[config.mk]
export PLATFORM = sky130hd
export DESIGN_NAME = core_wrap_ctrl
export DESIGN_NICKNAME = d
export VERILOG_FILES = /design/src/rtl/wcw_pkg.sv /design/src/rtl/wcw_instr_reg.sv /design/src/rtl/wcw_cell.sv /design/src/rtl/wcw_boundary.sv /design/src/rtl/core_wrap_ctrl.sv
export SDC_FILE = /design/constraint.sdc
export NUM_CORES = 1
export LEC_CHECK = 0
export BUFFER_PORTS_ARGS = -buffer_cell sky130_fd_sc_hd__buf_4
export CORE_UTILIZATION = 58
export CTS_CLUSTER_SIZE = 20
export DETAILED_ROUTE_END_ITERATION = 8
export GPL_TIMING_DRIVEN = 0
export PLACE_DENSITY = 0.83
export SLEW_MARGIN = 20
export SYNTH_ARGS = -nofsm -noshare
export SYNTH_HDL_FRONTEND = slang
export SYNTH_HIERARCHICAL = 1
export SYNTH_SLANG_ARGS = --single-unit
[constraint.sdc]
create_clock -name tclk -period 4.6 [get_ports tclk]
set_clock_uncertainty 0.2 [all_clocks]
set_input_delay 0.46 -clock tclk [delete_from_list [all_inputs] [get_ports tclk]]
set_output_delay 0.46 -clock tclk [all_outputs]
set_load 0.05 [all_outputs]
[src/rtl/wcw_pkg.sv]
package wcw_pkg;

    localparam int OP_W = 3;

    typedef enum logic [OP_W-1:0] {
        OP_BYPASS  = 3'b000,
        OP_EXTEST  = 3'b001,
        OP_PRELOAD = 3'b010,
        OP_INTEST  = 3'b011,
        OP_CLAMP   = 3'b100,
        OP_SAFE    = 3'b101,
        OP_RSVD6   = 3'b110,
        OP_RSVD7   = 3'b111
    } wcw_op_e;

    typedef enum logic [1:0] {
        MODE_NORMAL,
        MODE_INWARD,
        MODE_OUTWARD,
        MODE_SAFE
    } wcw_mode_e;

    localparam logic [OP_W-1:0] IR_CAPTURE_SIG = 3'b001;

endpackage

[src/rtl/wcw_instr_reg.sv]
module wcw_instr_reg
    import wcw_pkg::*;
(
    input  logic      clk,
    input  logic      rst_n,
    input  logic      ser_in,
    input  logic      sel,
    input  logic      cap,
    input  logic      shf,
    input  logic      upd,
    output logic      lsb_out,
    output wcw_mode_e mode,
    output logic      wbr_sel
);

    logic [OP_W-1:0] stage_q;
    wcw_op_e         op_q;

    always_ff @(posedge clk or negedge rst_n) begin
        if (!rst_n) begin
            stage_q <= '0;
        end else if (sel && shf) begin
            stage_q <= {ser_in, stage_q[OP_W-1:1]};
        end else if (sel && cap) begin
            stage_q <= IR_CAPTURE_SIG;
        end
    end

    always_ff @(posedge clk or negedge rst_n) begin
        if (!rst_n) begin
            op_q <= OP_BYPASS;
        end else if (sel && upd) begin
            op_q <= wcw_op_e'(stage_q);
        end
    end

    assign lsb_out = stage_q[0];

    always_comb begin
        unique case (op_q)
            OP_EXTEST:  begin mode = MODE_OUTWARD; wbr_sel = 1'b1; end
            OP_PRELOAD: begin mode = MODE_NORMAL;  wbr_sel = 1'b1; end
            OP_INTEST:  begin mode = MODE_INWARD;  wbr_sel = 1'b1; end
            OP_CLAMP:   begin mode = MODE_OUTWARD; wbr_sel = 1'b0; end
            OP_SAFE:    begin mode = MODE_SAFE;    wbr_sel = 1'b0; end
            OP_BYPASS, OP_RSVD6, OP_RSVD7:
                        begin mode = MODE_NORMAL;  wbr_sel = 1'b0; end
        endcase
    end

    AST_OP_ONLY_ON_UPDATE: assert property (@(posedge clk) disable iff (!rst_n)
        !(sel && upd) |=> $stable(op_q));

    AST_IR_CAPTURE_SIG: assert property (@(posedge clk) disable iff (!rst_n)
        (sel && cap && !shf) |=> (stage_q == IR_CAPTURE_SIG));

endmodule

[src/rtl/wcw_cell.sv]
module wcw_cell
    import wcw_pkg::*;
#(
    parameter logic IS_CORE_IN = 1'b0,
    parameter logic SAFE_BIT   = 1'b0
) (
    input  logic      clk,
    input  logic      rst_n,
    input  logic      cti,
    input  logic      shf,
    input  logic      cap,
    input  logic      xfer,
    input  logic      upd,
    input  wcw_mode_e mode,
    input  logic      fi,
    output logic      fo,
    output logic      cto
);

    logic hold_q;
    logic sp_q;
    logic upd_q;

    always_ff @(posedge clk or negedge rst_n) begin
        if (!rst_n) begin
            hold_q <= 1'b0;
            sp_q   <= 1'b0;
            upd_q  <= 1'b0;
        end else begin
            if (shf) begin
                sp_q <= cti;
            end else if (cap) begin
                hold_q <= fi;
            end else if (xfer) begin
                sp_q <= hold_q;
            end
            if (upd) begin
                upd_q <= sp_q;
            end
        end
    end

    assign cto = sp_q;

    always_comb begin
        unique case (mode)
            MODE_NORMAL:  fo = fi;
            MODE_INWARD:  fo = IS_CORE_IN ? upd_q : fi;
            MODE_OUTWARD: fo = IS_CORE_IN ? fi : upd_q;
            MODE_SAFE:    fo = SAFE_BIT;
        endcase
    end

    AST_SHIFT_BEATS_CAPTURE: assert property (@(posedge clk) disable iff (!rst_n)
        (shf && cap) |=> $stable(hold_q));

    AST_CAPTURE_BEATS_XFER: assert property (@(posedge clk) disable iff (!rst_n)
        (cap && xfer && !shf) |=> $stable(sp_q));

    AST_UPDATE_HOLDS: assert property (@(posedge clk) disable iff (!rst_n)
        !upd |=> $stable(upd_q));

endmodule

[src/rtl/wcw_boundary.sv]
module wcw_boundary
    import wcw_pkg::*;
#(
    parameter int                    NUM_CELLS    = 4,
    parameter logic [NUM_CELLS-1:0] CORE_IN_MASK = '0,
    parameter logic [NUM_CELLS-1:0] SAFE_VALUE   = '0
) (
    input  logic                 clk,
    input  logic                 rst_n,
    input  logic                 ser_in,
    input  logic                 shf,
    input  logic                 cap,
    input  logic                 xfer,
    input  logic                 upd,
    input  wcw_mode_e            mode,
    input  logic [NUM_CELLS-1:0] fi,
    output logic [NUM_CELLS-1:0] fo,
    output logic                 ser_out
);

    logic [NUM_CELLS-1:0] cto;

    for (genvar i = 0; i < NUM_CELLS; i++) begin : g_cell
        logic cti;
        if (i == NUM_CELLS - 1) begin : g_head
            assign cti = ser_in;
        end else begin : g_link
            assign cti = cto[i+1];
        end

        wcw_cell #(
            .IS_CORE_IN (CORE_IN_MASK[i]),
            .SAFE_BIT   (SAFE_VALUE[i])
        ) u_cell (
            .clk  (clk),
            .rst_n(rst_n),
            .cti  (cti),
            .shf  (shf),
            .cap  (cap),
            .xfer (xfer),
            .upd  (upd),
            .mode (mode),
            .fi   (fi[i]),
            .fo   (fo[i]),
            .cto  (cto[i])
        );
    end

    assign ser_out = cto[0];

endmodule

[src/rtl/core_wrap_ctrl.sv]
module core_wrap_ctrl
    import wcw_pkg::*;
#(
    parameter int                    NUM_CELLS    = 4,
    parameter logic [NUM_CELLS-1:0] CORE_IN_MASK = 4'b0011,
    parameter logic [NUM_CELLS-1:0] SAFE_VALUE   = 4'b0101
) (
    input  logic                 tclk,
    input  logic                 trst_n,
    input  logic                 ser_in,
    input  logic                 sel_instr,
    input  logic                 cap_en,
    input  logic                 shf_en,
    input  logic                 upd_en,
    input  logic                 xfer_en,
    input  logic [NUM_CELLS-1:0] func_in,
    output logic [NUM_CELLS-1:0] func_out,
    output logic                 ser_out
);

    wcw_mode_e mode;
    logic      wbr_sel;
    logic      ir_out;
    logic      wbr_out;
    logic      byp_q;
    logic      dr_path;
    logic      wbr_act;
    logic      byp_act;

    assign dr_path = !sel_instr;
    assign wbr_act = dr_path && wbr_sel;
    assign byp_act = dr_path && !wbr_sel;

    wcw_instr_reg u_ir (
        .clk    (tclk),
        .rst_n  (trst_n),
        .ser_in (ser_in),
        .sel    (sel_instr),
        .cap    (cap_en),
        .shf    (shf_en),
        .upd    (upd_en),
        .lsb_out(ir_out),
        .mode   (mode),
        .wbr_sel(wbr_sel)
    );

    wcw_boundary #(
        .NUM_CELLS   (NUM_CELLS),
        .CORE_IN_MASK(CORE_IN_MASK),
        .SAFE_VALUE  (SAFE_VALUE)
    ) u_wbr (
        .clk    (tclk),
        .rst_n  (trst_n),
        .ser_in (ser_in),
        .shf    (wbr_act && shf_en),
        .cap    (wbr_act && cap_en),
        .xfer   (wbr_act && xfer_en),
        .upd    (wbr_act && upd_en),
        .mode   (mode),
        .fi     (func_in),
        .fo     (func_out),
        .ser_out(wbr_out)
    );

    always_ff @(posedge tclk or negedge trst_n) begin
        if (!trst_n) begin
            byp_q <= 1'b0;
        end else if (byp_act && shf_en) begin
            byp_q <= ser_in;
        end else if (byp_act && cap_en) begin
            byp_q <= 1'b0;
        end
    end

    always_comb begin
        if (sel_instr)    ser_out = ir_out;
        else if (wbr_sel) ser_out = wbr_out;
        else              ser_out = byp_q;
    end

    AST_BYPASS_DELAY: assert property (@(posedge tclk) disable iff (!trst_n)
        (byp_act && shf_en) |=> (byp_q == $past(ser_in)));

    AST_SAFE_DRIVE: assert property (@(posedge tclk) disable iff (!trst_n)
        (mode == MODE_SAFE) |-> (func_out == SAFE_VALUE));

    AST_NORMAL_PASS: assert property (@(posedge tclk) disable iff (!trst_n)
        (mode == MODE_NORMAL) |-> (func_out == func_in));

endmodule

==> impl_metrics.tcl, run 1 <==
set metrics [dict create \
    cts_sinks 19 \
    holdPathEnd "u_wbr/g_cell[0].u_cell/hold_q$_DFFE_PN0P_" \
    reg2reg_from "u_ir/op_q[2]$_DFFE_PN0P_" \
    ys_types 23 \
    port_buffers 16 \
    peakVddDrop_v 0.0003300 \
    initial_core_util_pct 64.37 \
    grt_pass1_vias 718 \
    core_area_sq_um 1559 \
    grt-ovfl-total 0 \
    crit_required_ns 3.94 \
    htreeDepth 1 \
    synthFlopType "dfrtp_1" \
    p_leak_nw 0.5516 \
    dieWidth_um 43.60 \
    cpMaxStageDelayCell "dfrtp_1" \
    fin_nets 124 \
    path_delay_family "flip-flops" \
    syn_inst 90 \
    antennaDiodeCount 0 \
    synth_fp_nets 102 \
    antenna_found_initial 0 \
    worst_pin_slew_ns 0.5222 \
    reg2reg_slack_ns 2.37 \
    routabilityCongestion 0.7398 \
    clkTransAtPathRegs_ns 0.12 \
    dieArea_sq_um 1901 \
    stdcell_area_sq_um 1181 \
    drive_gt1_share_pct 29.73 \
    worstPathCellList "xor2_1 -> and2_1 -> nand3b_1 -> o21ai_0 -> buf_4" \
    rr_worst_depth 5 \
    syn_area_sq_um 1003 \
    max_clock_freq_ghz 0.4376 \
    cts.path.max_buffers 2 \
    rsz0062_at_grt "no" \
    slew_headroom_pct 65.19 \
    ys_top_cells_by_area "dfrtp_1, mux2_4, mux2_1" \
    post_drt_wl_per_cell_um 14.55 \
    first_pass_iters 3 \
    grt_use_total_pct 23.76 \
    grt_pass1_wl_um 3263 \
    max_stage_delay_ns 0.44 \
    post-synth-top-count-cell "dfrtp_1" \
    tns_ns 0 \
    yosys-top-cells-count "dfrtp_1, nor2_1, inv_1" \
    dpl.hpwl_um 1320 \
    period_needed_ns 2.285 \
    hold_ws_ns 0.1899 \
    routed_wl_um 1848 \
    slew_viol_final 0 \
    route.detailed.drc 0 \
    tritoncts "built" \
    drv_cap 0 \
    rows 14 \
    post_dp_cell_area_sq_um 1144 \
    clkLatencyLatePin_ns 0.30 \
    timing.rr.end "u_wbr/g_cell[3].u_cell/hold_q$_DFFE_PN0P_" \
    status "complete, no violations" \
    cts_buffers 3 \
    synth-seq-cells 19 \
    grt_max_degree 20 \
    syn_to_final_growth_pct 17.71 \
    setup_violations 0 \
    hp-class "input port to flop" \
    synth_top_cell_by_area "dfrtp_1" \
    cp_max_fo 6 \
    post_cts_resized 0 \
    finalCritPeriodShare_pct 49.68 \
    pin_count 17 \
    ant_nets 0 \
    hold_viol 0 \
    avgSynthCellArea_sq_um 11.15 \
    vias_per_cell 5.685 \
    hold_start "func_in[0]" \
    hold_path_depth 2 \
    synth-edff-count 0 \
    num_vias 722 \
    critPathArrivalTime_ns 1.63 \
    yosysSeqAreaShare_pct 47.38 \
    cts_root_buffer "clkbuf_4" \
    async_reset_ff_share_pct 100.0 \
    cp-end-kind "primary output" \
    power_density_nw_per_um2 495.1 \
    die_y_um 43.60 \
    synth_top_area_share_pct 47.38 \
    critical_path_buf_inv_count 1 \
    drtIter0Drc 4 \
    critPathKind "flop to primary output" \
    synth_warnings 6 \
    cp-start-kind "flop" \
    fill_cells 111 \
]
## repair_timing
action	CTS	global route
hold endpoints to repair	19	0
buffers inserted	0	0
hold buffers	1	0
## cell type report
cell class                 instances  area [sq um]  share of cell area, %
clock buffer                       3         22.52                  1.907
clock inverter                     1         5.005                 0.4237
inverter                           7         26.28                  2.225
multi-input combinational         64         501.7                  42.48
sequential                        19         475.5                  40.25
tap                               16         20.02                  1.695
timing repair buffer              17         130.1                  11.02
## flip-flops by register name, summed over array words and instances, names as in the netlist
name / count
u_wbr/g_cell.u_cell/hold_q: 4
u_ir/stage_q: 3
u_wbr/g_cell.u_cell/upd_q: 4
byp_q: 1
u_wbr/g_cell.u_cell/cto: 4
u_ir/op_q: 3
## report_power, final
group,internal (mW),switching (mW)
Sequential,0.227,0.0398
Clock,0.0324,0.0531
Combinational,0.108,0.125
## per-stage QoR
step	worst slack [ns]	std cells	total power [mW]	util [%]
3_3_place_gp	2.411	122	0.4928	73.35
2_1_floorplan	2.087	90	0.4358	-
6_report	2.315	127	0.5848	75.76
5_1_grt	2.225	127	0.6185	75.76
4_1_cts	2.294	127	0.5887	75.76
3_5_place_dp	2.374	122	0.5025	73.35
## worst max-delay path by stage
stage | start | endpoint | slack (ns) | cells past startpoint
floorplan | u_ir/op_q[2]$_DFFE_PN0P_ | func_out[1] | 2.09 | 3
detailed placement | u_ir/op_q[2]$_DFFE_PN0P_ | u_wbr/g_cell[3].u_cell/hold_q$_DFFE_PN0P_ | 2.37 | 5
CTS | u_ir/op_q[2]$_DFFE_PN0P_ | func_out[3] | 2.29 | 5
global route | u_ir/op_q[2]$_DFFE_PN0P_ | u_wbr/g_cell[3].u_cell/hold_q$_DFFE_PN0P_ | 2.22 | 5
finish | u_ir/op_q[2]$_DFFE_PN0P_ | func_out[3] | 2.31 | 5
global placement | u_ir/op_q[1]$_DFFE_PN0P_ | u_wbr/g_cell[2].u_cell/hold_q$_DFFE_PN0P_ | 2.41 | 6
## cells by family after synthesis
group / synth area share (%)
simple gates: 23.44
compound gates: 10.85
buf+inv: 2.619
xor+xnor: 0.8730
mux: 14.84
flops: 47.38
## worst reg2reg max path: cells and delay by family (launching register included)
kind | cells | cell delay (ns)
and+or+nand+nor | 4 | 1.20
DFF | 1 | 0.44
muxes | 1 | 0.30
## layer usage
| metal | global-route usage, % | wire [um] |
|---|---|---|
| met2 | 36.42 | 886 |
| met4 | 11.25 | 20 |
| met1 | 33.98 | 896 |
| met3 | 2.500 | 45 |
| met5 | 0 | 0 |
## layout by cell type (no fill, tap or decap), types with 3 or more instances in the layout
master / instances
nor2b_2: 3
mux2_4: 4
clkbuf_4: 3
buf_4: 16
dfrtp_1: 19
nor2_1: 8
nand2_1: 6
o311ai_1: 4
mux2_1: 5
o21ai_0: 3
and2_1: 5
a32o_1: 3
nor2b_1: 4
nand4bb_1: 4
inv_1: 7
No activity file was read; power rests on OpenSTA's default activity.
==> inputs of run 2 (changes only) <==
CORE_UTILIZATION = 48   (was 58)
PLACE_DENSITY = 0.74   (was 0.83)
clock period = 2.1 ns   (was 4.6 ns; I/O delays follow)
==> impl_metrics.tcl, run 2 (synthesis results as in run 1) <==
set metrics [dict create \
    critPathArrivalTime_ns 1.62 \
    critical_path_buf_inv_count 1 \
    hold_viol 0 \
    syn_to_final_growth_pct 24.44 \
    stdcell_area_sq_um 1249 \
    grt-ovfl-total 0 \
    crit_required_ns 1.69 \
    drive_gt1_share_pct 29.31 \
    slew_viol_final 0 \
    cp_max_fo 6 \
    pre_cts_ws_ns -0.1440 \
    antennaDiodeCount 0 \
    cp-start-kind "flop" \
    clkLatencyLatePin_ns 0.29 \
    multiInputGateArea_sq_um 506.7 \
    reg2reg_from "u_ir/op_q[1]$_DFFE_PN0P_" \
    post-route-util_pct 63.65 \
    period_needed_ns 2.030 \
    routed_wl_um 1983 \
    cts.path.max_buffers 2 \
    post_dp_cell_area_sq_um 1157 \
    antenna_found_initial 0 \
    worst_pin_slew_ns 0.4045 \
    routabilityCongestion 0.7445 \
    ant_nets 0 \
    setup_violations 0 \
    worstPathCellList "xor2_1 -> and2_1 -> nand3b_1 -> o21ai_0 -> buf_4" \
    max_clock_freq_ghz 0.4927 \
    tns_ns 0 \
    vias_per_cell 5.259 \
    grt_use_total_pct 19.55 \
    pin_count 17 \
    htreeDepth 1 \
    peakVddDrop_v 0.0004974 \
    rr_worst_depth 6 \
    first_pass_iters 4 \
    power_density_nw_per_um2 1035 \
    crit_end "func_out[3]" \
    dieWidth_um 47.72 \
    hp-class "input port to flop" \
    slew_headroom_pct 72.75 \
    timing.rr.end "u_wbr/g_cell[0].u_cell/hold_q$_DFFE_PN0P_" \
    reg2reg_slack_ns 0.08 \
    critPathKind "flop to primary output" \
    core_area_sq_um 1962 \
    hold_start "shf_en" \
    cts_root_buffer "clkbuf_4" \
    fin_ws_ns 0.07025 \
    drv_cap 0 \
    layout.cells.most_common_list "dfrtp_1, buf_4, nor2_1" \
    cts_sinks 19 \
    post_drt_wl_per_cell_um 13.87 \
    rsz0062_at_grt "yes" \
    cp-end-kind "primary output" \
    port_buffers 16 \
    final_common_cell "dfrtp_1" \
    die_y_um 47.72 \
    status "complete, no violations" \
    dpl.hpwl_um 1376 \
    seqCellArea_sq_um 475.5 \
    fill_cells 177 \
    max_stage_delay_ns 0.43 \
    drtIter0Drc 11 \
    clkTransAtPathRegs_ns 0.11 \
    route.detailed.drc 0 \
    dieArea_sq_um 2277 \
    path_delay_family "flip-flops" \
    num_vias 752 \
    fin_nets 129 \
    grt_max_degree 20 \
    crit_start "u_ir/op_q[2]$_DFFE_PN0P_" \
    finalCritPeriodShare_pct 96.65 \
    rows 16 \
    post_cts_buffers 0 \
    p_leak_nw 0.5731 \
    worst-path-stages 5 \
    grt_pass1_wl_um 2967 \
    grt_pass1_vias 670 \
    cpMaxStageDelayCell "dfrtp_1" \
    cts_buffers 3 \
    initial_core_util_pct 51.15 \
    tritoncts "built" \
]
## run 2: changes by cell type in the layout (fill, tap and decap cells not counted)
| cell | before | now |
|---|---|---|
| o21ai_0 | 3 | 2 |
| dlygate4sd3_1 | 1 | 6 |
| and2_1 | 5 | 3 |
| and2_4 | 0 | 2 |
| clkinv_2 | 1 | 0 |
| o21ai_1 | 2 | 3 |
| clkbuf_1 | 0 | 1 |
## run 2: cell type report
cell class,instances,share of cell area [%]
Multi-Input combinational cell,64,40.58
Sequential cell,19,38.08
Timing Repair Buffer,22,14.43
Tap cell,27,2.705
Clock buffer,4,2.104
Inverter,7,2.104
## run 2: power breakdown
part           leakage [nW]  switching, mW  internal (mW)
clock                0.0150          0.111         0.0738
sequential            0.236         0.0851          0.496
combinational         0.322          0.280          0.246
## run 2: metrics by stage
stage	power, mW	hold slack (ns)	cells
6_report	1.293	0.01310	143
5_1_grt	1.377	0.01324	143
4_1_cts	1.304	0.002251	143
3_5_place_dp	1.106	-0.09960	133
3_3_place_gp	1.084	-0.1017	133
2_1_floorplan	0.9553	-0.2856	90
## run 2: worst min path at each step
stage	to	slack [ns]	depth (start not counted)
final	u_ir/stage_q[2]$_DFFE_PN0P_	0.01	2
after global routing	u_ir/stage_q[1]$_DFFE_PN0P_	0.01	2
after floorplan	byp_q$_DFFE_PN0P_	-0.29	0
after CTS	byp_q$_DFFE_PN0P_	0.002	2
after global placement	u_ir/op_q[0]$_DFFE_PN0P_	-0.10	1
after detailed placement	u_ir/op_q[0]$_DFFE_PN0P_	-0.1	1
## run 2: what timing repair did
| item | CTS | global route |
|---|---|---|
| gates cloned | 0 | 0 |
| hold buffers | 6 | 0 |
| setup endpoints to repair | 4 | 7 |
| endpoints found under the hold margin | 26 | 0 |
| resized for setup | 2 | 2 |
## run 2: routing by layer
layer	GRT usage [%]	up-vias	wire length (um)	part of all wire (%)
li1	-	370	-	-
met1	26.42	367	909	46
met2	28.92	15	1004	51
met3	3.396	0	69	3.5
met4	12.22	0	0	0
met5	0	-	0	0
## run 2: worst reg2reg max path, stage by stage (launching register included)
cell and delay [ns]:
dfrtp_1 0.41, nor2_1 0.06, nor2_1 0.22, nor2b_2 0.27
and2_4 0.27, nor2b_2 0.19, mux2_4 0.31
